<file path="src/rtl/refq_pkg.sv">
package refq_pkg;

  // Outcome of one measurement gate.
  typedef struct packed {
    logic done;      // gate closes in this cycle
    logic in_range;  // total edge count within bounds (meaningful with done)
  } gate_res_t;

endpackage

</file>
<file path="src/rtl/refq_freq_meter.sv">
module refq_freq_meter
  import refq_pkg::*;
#(
  parameter int unsigned GATE_CYCLES = 12_500_000,
  parameter int unsigned CNT_LO      = 1_943_982,
  parameter int unsigned CNT_HI      = 1_944_018
) (
  input  logic      clk,
  input  logic      rst_n,
  input  logic      rise,
  output gate_res_t res
);

  localparam int unsigned PH_W  = $clog2(GATE_CYCLES);
  localparam int unsigned CNT_W = $clog2(GATE_CYCLES + 1);
  localparam logic [PH_W-1:0]  PH_LAST = PH_W'(GATE_CYCLES - 1);
  localparam logic [CNT_W-1:0] LIM_LO  = CNT_W'(CNT_LO);
  localparam logic [CNT_W-1:0] LIM_HI  = CNT_W'(CNT_HI);

  logic [PH_W-1:0]  ph_q, ph_d;
  logic [CNT_W-1:0] cnt_q, cnt_d;
  logic [CNT_W-1:0] total;
  logic             gate_end;

  always_comb begin
    gate_end = (ph_q == PH_LAST);
    total    = cnt_q + CNT_W'(rise);
    ph_d     = gate_end ? '0 : ph_q + PH_W'(1);
    cnt_d    = gate_end ? '0 : total;
    res.done     = gate_end;
    res.in_range = (total >= LIM_LO) && (total <= LIM_HI);
  end

  always_ff @(posedge clk or negedge rst_n) begin
    if (!rst_n) begin
      ph_q  <= '0;
      cnt_q <= '0;
    end else begin
      ph_q  <= ph_d;
      cnt_q <= cnt_d;
    end
  end

endmodule

</file>
<file path="src/rtl/refq_presence.sv">
module refq_presence #(
  parameter int unsigned LOS_CYCLES = 50_000
) (
  input  logic clk,
  input  logic rst_n,
  input  logic rise,
  output logic lost
);

  localparam int unsigned IDL_W = $clog2(LOS_CYCLES + 1);
  localparam logic [IDL_W-1:0] IDL_LIM = IDL_W'(LOS_CYCLES);

  logic [IDL_W-1:0] idle_q, idle_d;
  logic             idle_en;

  always_comb begin
    lost    = (idle_q == IDL_LIM);
    idle_en = rise || !lost;
    idle_d  = rise ? '0 : idle_q + IDL_W'(1);
  end

  always_ff @(posedge clk or negedge rst_n) begin
    if (!rst_n) begin
      idle_q <= '0;
    end else if (idle_en) begin
      idle_q <= idle_d;
    end
  end

endmodule

</file>
<file path="src/rtl/refq_settle.sv">
module refq_settle
  import refq_pkg::*;
#(
  parameter int unsigned STABLE_CYCLES = 500_000_000
) (
  input  logic      clk,
  input  logic      rst_n,
  input  gate_res_t res,
  input  logic      lost,
  output logic      valid
);

  localparam int unsigned STB_W = $clog2(STABLE_CYCLES + 1);
  localparam logic [STB_W-1:0] STB_LIM = STB_W'(STABLE_CYCLES);

  logic             good_q, good_d;
  logic [STB_W-1:0] stb_q, stb_d;
  logic             bad_evt, good_evt, stb_en;

  always_comb begin
    bad_evt  = lost || (res.done && !res.in_range);
    good_evt = res.done && res.in_range && !lost;
    good_d   = bad_evt ? 1'b0 : (good_evt ? 1'b1 : good_q);
    stb_en   = bad_evt || (good_q && (stb_q != STB_LIM));
    stb_d    = bad_evt ? '0 : stb_q + STB_W'(1);
    valid    = good_q && (stb_q == STB_LIM);
  end

  always_ff @(posedge clk or negedge rst_n) begin
    if (!rst_n) begin
      good_q <= 1'b0;
      stb_q  <= '0;
    end else begin
      good_q <= good_d;
      if (stb_en) stb_q <= stb_d;
    end
  end

endmodule

</file>
<file path="src/rtl/refq_channel.sv">
module refq_channel
  import refq_pkg::*;
#(
  parameter int unsigned GATE_CYCLES   = 12_500_000,
  parameter int unsigned CNT_LO        = 1_943_982,
  parameter int unsigned CNT_HI        = 1_944_018,
  parameter int unsigned LOS_CYCLES    = 50_000,
  parameter int unsigned STABLE_CYCLES = 500_000_000
) (
  input  logic clk,
  input  logic rst_n,
  input  logic ref_i,
  output logic valid
);

  logic      ref_q;
  logic      rise;
  logic      lost;
  gate_res_t res;

  always_ff @(posedge clk or negedge rst_n) begin
    if (!rst_n) ref_q <= 1'b0;
    else        ref_q <= ref_i;
  end

  assign rise = ref_i && !ref_q;

  refq_freq_meter #(
    .GATE_CYCLES(GATE_CYCLES), .CNT_LO(CNT_LO), .CNT_HI(CNT_HI)
  ) u_meter (
    .clk(clk), .rst_n(rst_n), .rise(rise), .res(res)
  );

  refq_presence #(.LOS_CYCLES(LOS_CYCLES)) u_pres (
    .clk(clk), .rst_n(rst_n), .rise(rise), .lost(lost)
  );

  refq_settle #(.STABLE_CYCLES(STABLE_CYCLES)) u_settle (
    .clk(clk), .rst_n(rst_n), .res(res), .lost(lost), .valid(valid)
  );

endmodule

</file>
<file path="src/rtl/refq_top.sv">
module refq_top #(
  parameter int unsigned NUM_REF       = 2,
  parameter int unsigned GATE_CYCLES   = 12_500_000,
  parameter int unsigned CNT_LO        = 1_943_982,
  parameter int unsigned CNT_HI        = 1_944_018,
  parameter int unsigned LOS_CYCLES    = 50_000,
  parameter int unsigned STABLE_CYCLES = 500_000_000
) (
  input  logic               clk,
  input  logic               rst_n,
  input  logic [NUM_REF-1:0] ref_in,
  output logic [NUM_REF-1:0] valid_o
);

  for (genvar g = 0; g < NUM_REF; g++) begin : g_ch
    refq_channel #(
      .GATE_CYCLES(GATE_CYCLES), .CNT_LO(CNT_LO), .CNT_HI(CNT_HI),
      .LOS_CYCLES(LOS_CYCLES), .STABLE_CYCLES(STABLE_CYCLES)
    ) u_ch (
      .clk(clk), .rst_n(rst_n), .ref_i(ref_in[g]), .valid(valid_o[g])
    );
  end

endmodule

</file>
<file path="config.mk">
export PLATFORM = sky130hd
export DESIGN_NAME = refq_top
export DESIGN_NICKNAME = d
export VERILOG_FILES = /design/src/rtl/refq_pkg.sv /design/src/rtl/refq_freq_meter.sv /design/src/rtl/refq_presence.sv /design/src/rtl/refq_settle.sv /design/src/rtl/refq_channel.sv /design/src/rtl/refq_top.sv
export SDC_FILE = /design/constraint.sdc
export NUM_CORES = 1
export LEC_CHECK = 0
export ABC_AREA = 1
export BUFFER_PORTS_ARGS = -buffer_cell sky130_fd_sc_hd__clkbuf_2
export CORE_UTILIZATION = 55
export DETAILED_ROUTE_END_ITERATION = 10
export GPL_ROUTABILITY_DRIVEN = 0
export PLACE_DENSITY = 0.71
export SYNTH_ARGS = -nofsm -noshare
export SYNTH_HDL_FRONTEND = slang
export SYNTH_HIERARCHICAL = 1
export SYNTH_SLANG_ARGS = --single-unit
export TNS_END_PERCENT = 1
</file>
<file path="constraint.sdc">
create_clock -name clk -period 4.6 [get_ports clk]
set_input_delay 0.46 -clock clk [delete_from_list [all_inputs] [get_ports clk]]
set_output_delay 0.46 -clock clk [all_outputs]
set_load 0.02 [all_outputs]
</file>
Word-level counts from Yosys, hierarchy flattened --
Cells that the tools add are included.
Storage, ports and cells: register bits after elaboration 190, word-level logic and storage cells 72
Cells by class: reduce and logical (&&, ||, !) cells 28, magnitude comparators 4, add/sub/neg operators 8, muxes and demuxes 12, equality and inequality tests 8
Operators with widths (number):
- 24-bit two-way mux | 4
- 29-bit by 1-bit adder with 29-bit output (second input constant) | 2
- 29-bit == test (second input constant) | 2
- 29-bit two-way mux | 2
- 29-bit != test (second input constant) | 2
- 24-bit by 1-bit adder with 24-bit output | 2
- 24-bit by 1-bit adder with 24-bit output (second input constant) | 2
- 24-bit == test (second input constant) | 2
- 24-bit by 21-bit >= comparator with 1-bit output (second input constant) | 2
- 24-bit by 21-bit <= comparator with 1-bit output (second input constant) | 2
- 16-bit by 1-bit adder with 16-bit output (second input constant) | 2
- 16-bit == test (second input constant) | 2
- 16-bit two-way mux | 2
- 1-bit logical AND | 14
- 1-bit logical NOT | 6
- 1-bit logical OR | 6
- 1-bit two-way mux | 4
- 2-bit nonzero test | 2

Depth between registers and ports, before layout --
Gate-level depths: netlist of the first run.
depth in word-level cells 9, gate-level depth with buffers 24, depth with buffers taken out 23

By module --
The synthesis of the first run kept the hierarchy.
By module, submodules not included:
- refq_freq_meter | seq. area each 1201.2 µm², area an instance 3014.1 µm², instances 2, cells an instance 428
- refq_settle | seq. area each 750.7 µm², area an instance 2185.8 µm², instances 2, cells an instance 349
- refq_presence | seq. area each 400.4 µm², area an instance 1021.0 µm², instances 2, cells an instance 143
- refq_channel | seq. area each 25.0 µm², area an instance 35.0 µm², instances 2, cells an instance 3

Least setup slack after synthesis of the first run --
Ideal clock, no wire load.
path kind input -> register, from input ref_in[0], to register g_ch[0].u_ch.u_settle.stb_q[16], cell stages on the path 24, data required time 4.534 ns, arrival 2.848 ns, path slack 1.686 ns, cells stage by stage inv_1 -> nor2_2 -> ha_1 -> nand2_2 -> nor2_4 -> nand2_1 -> nand2_1 -> nand2_2 -> nor2_2 -> inv_1 -> nor2_1 -> nand2_1 -> nor2_1 -> nand3_1 -> nand2_1 -> nand2_1 -> nor2_1 -> nor2_1 -> nor2_2 -> inv_1 -> nor2_8 -> buf_6 -> nand2_1 -> nand2_1
RTL lines:
- start, declared | RTL line refq_top.sv:11 | input logic [NUM_REF-1:0] ref_in,
- end signal, assigned | RTL line refq_settle.sv:35 | if (stb_en) stb_q <= stb_d;
- end, declared | RTL line refq_settle.sv:17 | logic [STB_W-1:0] stb_q, stb_d;

==> results_dict.tcl, run 1 <==
set metrics [dict create \
    die_y_um 152.8 \
    worst_ep_required_time_ps 4970 \
    area_growth_pct 6.880 \
    synth_cell_types 35 \
    vias 11440 \
    yosysSeqAreaShare_pct 38.00 \
    leakagePower_nw 6.315 \
    rsz0062_at_grt "false" \
    clockBufferDepth 2 \
    dr.pass1.iters 5 \
    core.rowCount 54 \
    switching_power_mw 1.166 \
    setup_viol 0 \
    fin_area_um2 13370 \
    ys_top_cells_by_area "dfrtp_1 (38%), nand2_1 (16%), nor2_1 (9.5%)" \
    worst_setup_path_start_kind "register" \
    cts_tree "done" \
    pwr-share-comb_pct 14.3 \
    die_x_um 152.8 \
    cts_buffers 17 \
    cts_sinks 190 \
    synth_top_area_share_pct 38.00 \
    min_period_ps 3486 \
    post-dp-hpwl_mm 20.66 \
    grt_pass1_vias 10890 \
    synth_area_per_cell_um2 6.778 \
    post_dp_cell_area_um2 12820 \
    drt_iter0_markers 702 \
    insertion_delay_ps 430 \
    grt_max_degree 112 \
    worstPathMaxFanout 27 \
    end_kind "register" \
    postCtsSetupRepairBufs 0 \
    drt-total-wl_mm 28.26 \
    antenna_cells 0 \
    yosys_warnings 6 \
    antenna_found_initial 0 \
    final_cell_mix "nand2_1 (528), nor2_1 (318), inv_1 (234), dfrtp_1 (190), nand3_1 (126)" \
    p_int_mw 2.645 \
    final_max_slew_viol_count 0 \
    seq_power_share_pct 48.9 \
    period_share_pct 75.77 \
    synth_top_area_cell "dfrtp_1" \
    cts_hold_buf 0 \
    fmax_ghz 0.2869 \
    nets 1871 \
    synth_nets 1864 \
    routed_via_density 5.329 \
    total_power_mw 3.811 \
    fin_setup_tns_ps 0 \
    status "completed" \
    hold_class "primary input to asynchronous set/reset pin" \
    hold_viol_final 0 \
    cts_resized 0 \
    clock_power_share_pct 36.8 \
    wire_per_inst_um 13.17 \
    worstPathArrival_ps 3850 \
    tightest_slew_ps 921.3 \
    syn_inst 1846 \
    path_clk_slew_ps 70 \
    track_usage_pct 25.57 \
    vdd_drop_max_mv 0.2581 \
    die_area_um2 23360 \
    fill_cells 2046 \
    synth.cell_area_um2 12510 \
    layout_commonest_cell "nand2_1" \
    h-tree-depth 4 \
    ant_nets 0 \
    drc 0 \
    slew_headroom_pct 38.58 \
    power.share.switching_pct 30.61 \
    power.density_nw_per_um2 285.0 \
    synth-seq-cells 190 \
    cts-root-buf "clkbuf_16" \
    finClkSkew_ps 7.315 \
    grt_pass1_wl_mm 49.54 \
    start_util_pct 56.63 \
    ioPinCount 6 \
    drive_gt1_share_pct 8.146 \
    path_class "register to register" \
    port_buffers 5 \
    grt-ovfl-total 0 \
    timing.max_cap.violations 0 \
    core_um2 22090 \
]
per-stage QoR:
step	worst slack, ps	util (%)	hold WS [ps]	cells
6_report	1114	60.53	137.2	2146
2_1_floorplan	1686	-	164.4	1846
4_1_cts	1079	60.53	123.3	2146
3_3_place_gp	966.0	58.01	453.4	2114
5_1_grt	568.6	60.53	123.8	2146
3_5_place_dp	915.5	58.01	455.1	2114
routing by layer:
| metal | vias to the layer above | wire (µm) | GRT usage, % |
|---|---|---|---|
| met1 | 5254 | 13210 | 33.43 |
| met2 | 250 | 13410 | 43.86 |
| li1 | 5888 | - | - |
| met4 | 0 | 493 | 7.937 |
| met5 | - | 0 | 0 |
| met3 | 45 | 1145 | 3.629 |
registers in the layout, indices dropped and copies added, names as in the netlist:
name,cells
g_ch.u_ch/u_settle/stb_q,58
g_ch.u_ch/u_meter/cnt_q,48
g_ch.u_ch/u_meter/ph_q,48
g_ch.u_ch/u_pres/idle_q,32
g_ch.u_ch/ref_q,2
g_ch.u_ch/u_settle/good_q,2
worst max-delay path: stages, from the launching register on:
cell     delay, ps
dfrtp_1        380
nor2_2         330
ha_1           270
nand2_2         90
nor2_4         190
nand4_1        230
nand2_1        120
nand2_1        110
inv_1          100
a21oi_1         50
nor2_1         120
nand2_1         60
nand2_1         50
nand2_1         50
nor2_1          90
nor2_1          60
nor2_2          70
buf_4          300
inv_1          230
nor2_8         340
nand2_1        100
nand2_1         80
cell type report:
type                       count  area [µm²]  area share [%]
clock buffer                  17       425.4           3.181
clock inverter                15       131.4          0.9824
inverter                     252       950.9           7.111
multi-input combinational   1380        6661           49.81
sequential                   190        4755           35.55
tap                          280       350.3           2.620
timing repair buffer          12       98.84          0.7391
synth_stat cells:
library cell    n
clkinv_1        2
inv_2          14
ha_1           14
nand2_4         2
buf_1           4
a31oi_1         4
a21oi_1        42
nand4_1        92
nor3_2          4
nand3_1       126
inv_1         234
o21bai_1       12
nand2_2        20
o21ai_0        32
nor2_8          2
inv_4           2
xnor2_1         2
buf_4           6
nor4_4          2
nand3_2         8
or3_1           2
nor4_1         14
buf_2          10
nand2_1       528
nor3_1         34
nor2_2         32
nor2_4         16
dfrtp_1       190
nor2_1        318
nand3b_1        6
buf_6           4
xor2_1         52
or2_2           4
o21ai_1        10
o211ai_1        2
power groups by stage:
stage                     registers (mW)  logic (mW)  clock network, mW
after floorplan                     1.87       0.415                  0
after global placement              1.89       0.534                  0
after detailed placement            1.90       0.545                  0
after CTS                           1.86       0.546               1.44
after global routing                1.88       0.630               1.52
final                               1.87       0.544               1.40
final timing paths:
kind,startpoint,to,slack [ps],cells past startpoint
worst max-delay path,g_ch[0].u_ch/ref_q$_DFF_PN0_,g_ch[0].u_ch/u_settle/stb_q[20]$_DFFE_PN0P_,1110,21
worst min-delay path,rst_n,g_ch[0].u_ch/u_settle/stb_q[4]$_DFFE_PN0P_,140,1
worst max register to register,g_ch[0].u_ch/ref_q$_DFF_PN0_,g_ch[0].u_ch/u_settle/stb_q[20]$_DFFE_PN0P_,1110,21
worst min register to register,g_ch[1].u_ch/u_meter/ph_q[0]$_DFF_PN0_,g_ch[1].u_ch/u_meter/ph_q[0]$_DFF_PN0_,460,1
max in group asynchronous,rst_n,g_ch[0].u_ch/u_pres/idle_q[1]$_DFFE_PN0P_,3510,2
min in group clk,ref_in[1],g_ch[1].u_ch/ref_q$_DFF_PN0_,140,1
kinds of logic after synthesis:
family	Yosys count	synth area share, %
compound gates	102	4.400
xor+xnor	54	3.780
fa+ha+maj	14	1.400
buf+inv	276	8.840
flops	190	38.00
simple gates	1210	43.58
Note: power is estimated with default switching activity, not from simulation.
==> run 2: changes to the inputs <==
- PLACE_DENSITY: 0.71 -> 0.73
- clock period: 4.6 -> 2.8 ns (I/O delays scaled with it)
==> run 2 against run 1 <==
The run now ends with negative setup slack left. Total power up 74%. Critical path type unchanged. Largest cell class unchanged. Highest routed layer unchanged. Die area unchanged. Maximum frequency is 18% higher. Sequential share of layout area shrank 2.7 points.
==> results_dict.tcl, run 2 (synthesis gave the netlist of run 1 again) <==
set metrics [dict create \
    status "finished with violations" \
    violations "negative setup slack" \
    area_growth_pct 15.59 \
    worstPathArrival_ps 3320 \
    grt_pass1_wl_mm 52.12 \
    drc 0 \
    cts-root-buf "clkbuf_16" \
    die_x_um 152.8 \
    final_cell_mix "nand2_1 (509), nor2_1 (304), inv_1 (229), dfrtp_1 (190), nand3_1 (121)" \
    antenna_found_initial 0 \
    cp_slowest_stage_delay_ps 400 \
    dr.pass1.iters 5 \
    worstPathMaxFanout 8 \
    reg.largest.list "g_ch.u_ch/u_settle/stb_q (58), g_ch.u_ch/u_meter/cnt_q (48), g_ch.u_ch/u_meter/ph_q (48)" \
    drt-total-wl_mm 30.88 \
    rsz0062_at_grt "true" \
    cp_common_cell "nor2_1" \
    vias 12090 \
    multiInputGateArea_um2 6943 \
    worst_setup_path_start_kind "register" \
    die_y_um 152.8 \
    cts_buffers 17 \
    core_um2 22090 \
    drt_iter0_markers 852 \
    clock_power_share_pct 37.3 \
    cts_sinks 190 \
    fmax_ghz 0.3389 \
    grt_max_degree 82 \
    ant_nets 0 \
    crit_chain "nor2_4 -> ha_4 -> nand2_4 -> nor2_4 -> buf_4 -> nand4_1 -> nor3_2 -> xnor2_1 -> nand3_1 -> nor2_1 -> nand2_1 -> nor2_1 -> nor2_1 -> nor2_2 -> buf_6 -> buf_12 -> nand4_1 -> nand2_1" \
    period_share_pct 105.4 \
    end_kind "register" \
    clockBufferDepth 2 \
    p_int_mw 4.663 \
    setup_ws_ps -151.0 \
    vdd_drop_max_mv 0.3625 \
    total_power_mw 6.618 \
    grt_pass1_vias 11500 \
    fill_cells 1876 \
    antenna_cells 0 \
    track_usage_pct 26.90 \
    cp_slowest_cell "dfrtp_1" \
    finClkSkew_ps 17.18 \
    post-dp-hpwl_mm 21.69 \
    cts_tree "done" \
    setup_viol 58 \
    hold_class "primary input to register" \
    start_util_pct 56.63 \
    wire_per_inst_um 13.88 \
    slew_headroom_pct 53.07 \
    holdWs_ps 372.2 \
    core.rowCount 54 \
    drive_gt1_share_pct 14.55 \
    regArea_um2 4755 \
    leakagePower_nw 6.826 \
    path_class "register to register" \
    nets 1950 \
    path_clk_slew_ps 70 \
    worst_ep_required_time_ps 3160 \
    ioPinCount 6 \
    largest_reg_flops 58 \
    grt-ovfl-total 0 \
    pwr-share-comb_pct 16.1 \
    timing.max_cap.violations 0 \
    die_area_um2 23360 \
    routed_via_density 5.431 \
    insertion_delay_ps 440 \
    port_buffers 5 \
    layout_commonest_cell "nand2_1" \
    final_max_slew_viol_count 0 \
    power.density_nw_per_um2 457.6 \
    switching_power_mw 1.955 \
    seq_power_share_pct 46.7 \
    h-tree-depth 4 \
    regMostFlops "g_ch.u_ch/u_settle/stb_q" \
    hold_viol_final 0 \
    min_period_ps 2951 \
    tightest_slew_ps 704.0 \
    power.share.switching_pct 29.54 \
]
## run 2: cell type report
class	instances	area share, %
clock buffers	21	3.184
clock inverters	11	0.9170
inverters	252	6.575
multi-input cells	1381	48.01
flip-flops and latches	190	32.87
well taps	280	2.422
repair buffers	90	6.021
## run 2: routing by layer
layer	GRT usage (%)	vias up	wire length (µm)
li1	-	6038	-
met2	45.61	346	14980
met3	3.828	51	1634
met5	0	-	0
met4	9.428	0	567
met1	35.19	5650	13690
## run 2: what timing repair did
| action | CTS | global route |
|---|---|---|
| pin swaps | 33 | 37 |
| setup endpoints to repair | 59 | 60 |
| cloned | 2 | 1 |
| resized for setup | 27 | 65 |
| hold buffers | 2 | 1 |
| hold endpoints to repair | 77 | 1 |
| buffers inserted | 12 | 9 |
## run 2: worst max-delay path, delay by kind of cell (launching register included)
| kind | cells | cell delay (ps) |
|---|---|---|
| DFF | 1 | 400 |
| buffers and inverters | 3 | 470 |
| xor gates and xnor gates | 1 | 170 |
| adders and majority gates | 1 | 170 |
| and+or+nand+nor | 13 | 1650 |
## run 2: power by group through the flow
stage / logic (mW) / registers, mW / clock network, mW
2_1_floorplan: 0.681 / 3.07 / 0
5_1_grt: 1.22 / 3.11 / 2.63
6_report: 1.06 / 3.09 / 2.47
3_5_place_dp: 0.944 / 3.11 / 0
3_3_place_gp: 0.920 / 3.10 / 0
4_1_cts: 0.991 / 3.06 / 2.52
## run 2: final timing paths
path                                                        start  depth (start not counted)                                          end  slack (ps)
max                                  g_ch[1].u_ch/ref_q$_DFF_PN0_                         18  g_ch[1].u_ch/u_settle/stb_q[28]$_DFFE_PN0P_        -150
min                                                     ref_in[1]                          5   g_ch[1].u_ch/u_pres/idle_q[11]$_DFFE_PN0P_         370
max reg2reg                          g_ch[1].u_ch/ref_q$_DFF_PN0_                         18  g_ch[1].u_ch/u_settle/stb_q[28]$_DFFE_PN0P_        -150
min reg2reg                g_ch[1].u_ch/u_meter/ph_q[0]$_DFF_PN0_                          1       g_ch[1].u_ch/u_meter/ph_q[0]$_DFF_PN0_         460
max in group asynchronous                                   rst_n                          3  g_ch[1].u_ch/u_settle/stb_q[21]$_DFFE_PN0P_        1580
min in group asynchronous                                   rst_n                          2  g_ch[0].u_ch/u_settle/stb_q[27]$_DFFE_PN0P_         410
## run 2: metrics by stage
step	cell area [µm²]	instances	setup slack [ps]	setup TNS, ps	util (%)
floorplan	12510	1846	-5.715	-53.96	-
global placement	13290	2167	-142.0	-4035	60.15
detailed placement	13290	2167	-239.6	-7886	60.15
CTS	14130	2214	-14.79	-115.4	63.95
global route	14460	2225	-351.0	-16070	65.46
finish	14460	2225	-151.0	-5202	65.46
==> run 3: changes to the inputs <==
- GPL_TIMING_DRIVEN: unset -> 0
- TNS_END_PERCENT: 1 -> 20
==> run 3 against run 2 <==
The run still ends with negative setup slack left. Cell count is 1.3% lower. Maximum frequency is 2.6% lower. Worst hold slack worse by 40 ps. Largest cell class unchanged. First-iteration DRC count is 6.8% lower. Register-to-register slack worse by 80 ps. Sequential cell count stayed put. Die area stayed put. Core utilization is 1.4 points lower. Global-route usage is 0.71 points lower. Critical path type unchanged. Setup slack worse by 79 ps.
==> results_dict.tcl, run 3 (synthesis gave the netlist of run 1 again) <==
set metrics [dict create \
    cts_buffers 17 \
    rr_startpoint "g_ch[0].u_ch/ref_q$_DFF_PN0_" \
    drc 0 \
    h-tree-depth 4 \
    drt-total-wl_mm 29.92 \
    cts_sinks 190 \
    grt-ovfl-total 0 \
    post_dp_cell_area_um2 12950 \
    rsz0062_at_grt "true" \
    antenna_cells 0 \
    power.density_nw_per_um2 461.3 \
    total_power_mw 6.532 \
    core.rowCount 54 \
    post-dp-hpwl_mm 21.37 \
    cts_tree "done" \
    die_x_um 152.8 \
    grt_max_degree 80 \
    insertion_delay_ps 430 \
    ioPinCount 6 \
    worst_hold_startpoint "ref_in[0]" \
    hold_path_end "g_ch[0].u_ch/u_pres/idle_q[11]$_DFFE_PN0P_" \
    path_clk_slew_ps 70 \
    antenna_found_initial 0 \
    slew_headroom_pct 41.13 \
    wire_per_inst_um 13.62 \
    setup_viol 51 \
    die_area_um2 23360 \
    cpLargestDelayFamily "simple AND/OR/NAND/NOR gates" \
    r2r_slack_ps -230 \
    grt_pass1_wl_mm 50.74 \
    tightest_slew_ps 875.0 \
    ant_nets 0 \
    end_kind "register" \
    leakagePower_nw 6.678 \
    status "finished with violations" \
    fin_setup_tns_ps -6118 \
    regMostFlops "g_ch.u_ch/u_settle/stb_q" \
    port_buffers 5 \
    final_core_util_pct 64.10 \
    path_class "register to register" \
    min_period_ps 3030 \
    timing.max_cap.violations 0 \
    hold_viol_final 0 \
    rr_endpoint "g_ch[0].u_ch/u_settle/stb_q[8]$_DFFE_PN0P_" \
    largest_reg_flops 58 \
    period_share_pct 108.2 \
    routed_via_density 5.383 \
    drt_iter0_markers 794 \
    drive_gt1_share_pct 13.62 \
    cts-root-buf "clkbuf_16" \
    die_y_um 152.8 \
    hold_class "primary input to register" \
    vias 11830 \
    violations "negative setup slack" \
    final_max_slew_viol_count 0 \
    worstPathMaxFanout 8 \
    finClkSkew_ps 15.07 \
    fin_area_um2 14160 \
    layout_commonest_cell "nand2_1" \
    cp_common_cell "nor2_2" \
    clockBufferDepth 2 \
    fill_cells 1966 \
    reg2reg_depth 21 \
    crit_chain "nor2_4 -> ha_4 -> nand2_4 -> nor2_4 -> nand3_2 -> nor2_4 -> nor2_2 -> nor2_2 -> nand2_1 -> nor2_2 -> nand3_2 -> nand2_2 -> nand2_2 -> nor2_2 -> nor2_2 -> nor2_4 -> inv_4 -> nor2_8 -> clkbuf_16 -> nand2_2 -> nand2_1" \
    worst_setup_path_start_kind "register" \
    worst_ep_required_time_ps 3160 \
    nets 1924 \
    area_growth_pct 13.18 \
    grt_pass1_vias 11150 \
    start_util_pct 56.63 \
    track_usage_pct 26.19 \
    cp_slowest_stage_delay_ps 400 \
    place_ws_ps -732.9 \
    whs_path_depth 5 \
    critPathBufInv 2 \
    reg.largest.list "g_ch.u_ch/u_settle/stb_q (58), g_ch.u_ch/u_meter/cnt_q (48), g_ch.u_ch/u_meter/ph_q (48)" \
    worstPathArrival_ps 3390 \
    setup_ws_ps -230.4 \
    cp_slowest_cell "dfrtp_1" \
    dr.pass1.iters 5 \
    vdd_drop_max_mv 0.3686 \
    final_cell_mix "nand2_1 (496), nor2_1 (303), inv_1 (230), dfrtp_1 (190), nand3_1 (123)" \
    fmax_ghz 0.3300 \
    core_um2 22090 \
]
run 3: changes by cell type in the layout (fill, tap and decap cells not counted), sizes merged:
cell	delta
buf	-25
nor2	-1
clkinv	-1
clkinvlp	-1
run 3: area by class of cell:
| cell class | count | area [µm²] | share of cell area (%) |
|---|---|---|---|
| clock buffers | 21 | 480.5 | 3.393 |
| flip-flops and latches | 190 | 4755 | 33.57 |
| well taps | 280 | 350.3 | 2.474 |
| multi-input cells | 1380 | 6929 | 48.93 |
| inverters | 252 | 955.9 | 6.750 |
| plain buffers | 24 | 190.2 | 1.343 |
| repair buffers | 41 | 391.6 | 2.766 |
| clock inverters | 9 | 108.9 | 0.7687 |
run 3: timing repair:
item,in CTS,in global routing
setup endpoints to repair,60,60
endpoints found under the hold margin,43,0
gates resized for setup,49,54
pin swaps,23,46
setup buffers,18,12
hold buffers,3,0
cloned,1,1
run 3: report_power, final:
group          internal [mW]  switching (mW)
registers               2.89           0.189
clock network           1.40            1.05
logic                  0.351           0.652
total                   4.64            1.89
run 3: per-layer routing:
metal / wire, µm / track usage (%) / share of wire, % / vias up
met5: 0 / 0 / 0 / -
met4: 546 / 8.514 / 1.8 / 0
met3: 1328 / 3.204 / 4.4 / 49
met2: 14440 / 44.89 / 48 / 318
met1: 13610 / 34.46 / 45 / 5473
li1: - / - / - / 5986
run 3: tightest hold or removal path, delay by kind of cell:
kind | cells | cell delay (ps)
simple gates | 2 | 140
buf+inv | 3 | 300
run 3: how the worst max path moves through the flow:
stage / from / endpoint / slack (ps) / depth (start not counted)
after floorplan: g_ch[0].u_ch/ref_q$_DFF_PN0_ / g_ch[0].u_ch/u_settle/stb_q[16]$_DFFE_PN0P_ / 60 / 23
after global placement: rst_n / g_ch[1].u_ch/u_pres/idle_q[9]$_DFFE_PN0P_ / -2260 / 1
after detailed placement: ref_in[0] / g_ch[0].u_ch/u_settle/stb_q[6]$_DFFE_PN0P_ / -730 / 23
after CTS: g_ch[0].u_ch/ref_q$_DFF_PN0_ / g_ch[0].u_ch/u_settle/stb_q[24]$_DFFE_PN0P_ / -70 / 19
after global routing: g_ch[0].u_ch/ref_q$_DFF_PN0_ / g_ch[0].u_ch/u_settle/stb_q[8]$_DFFE_PN0P_ / -380 / 21
final: g_ch[0].u_ch/ref_q$_DFF_PN0_ / g_ch[0].u_ch/u_settle/stb_q[8]$_DFFE_PN0P_ / -230 / 21
run 3: per-stage QoR:
stage	cells	hold WS, ps
2_1_floorplan	1846	-15.59
3_3_place_gp	2131	403.8
3_5_place_dp	2133	247.4
4_1_cts	2184	325.6
5_1_grt	2197	361.5
6_report	2197	332.2
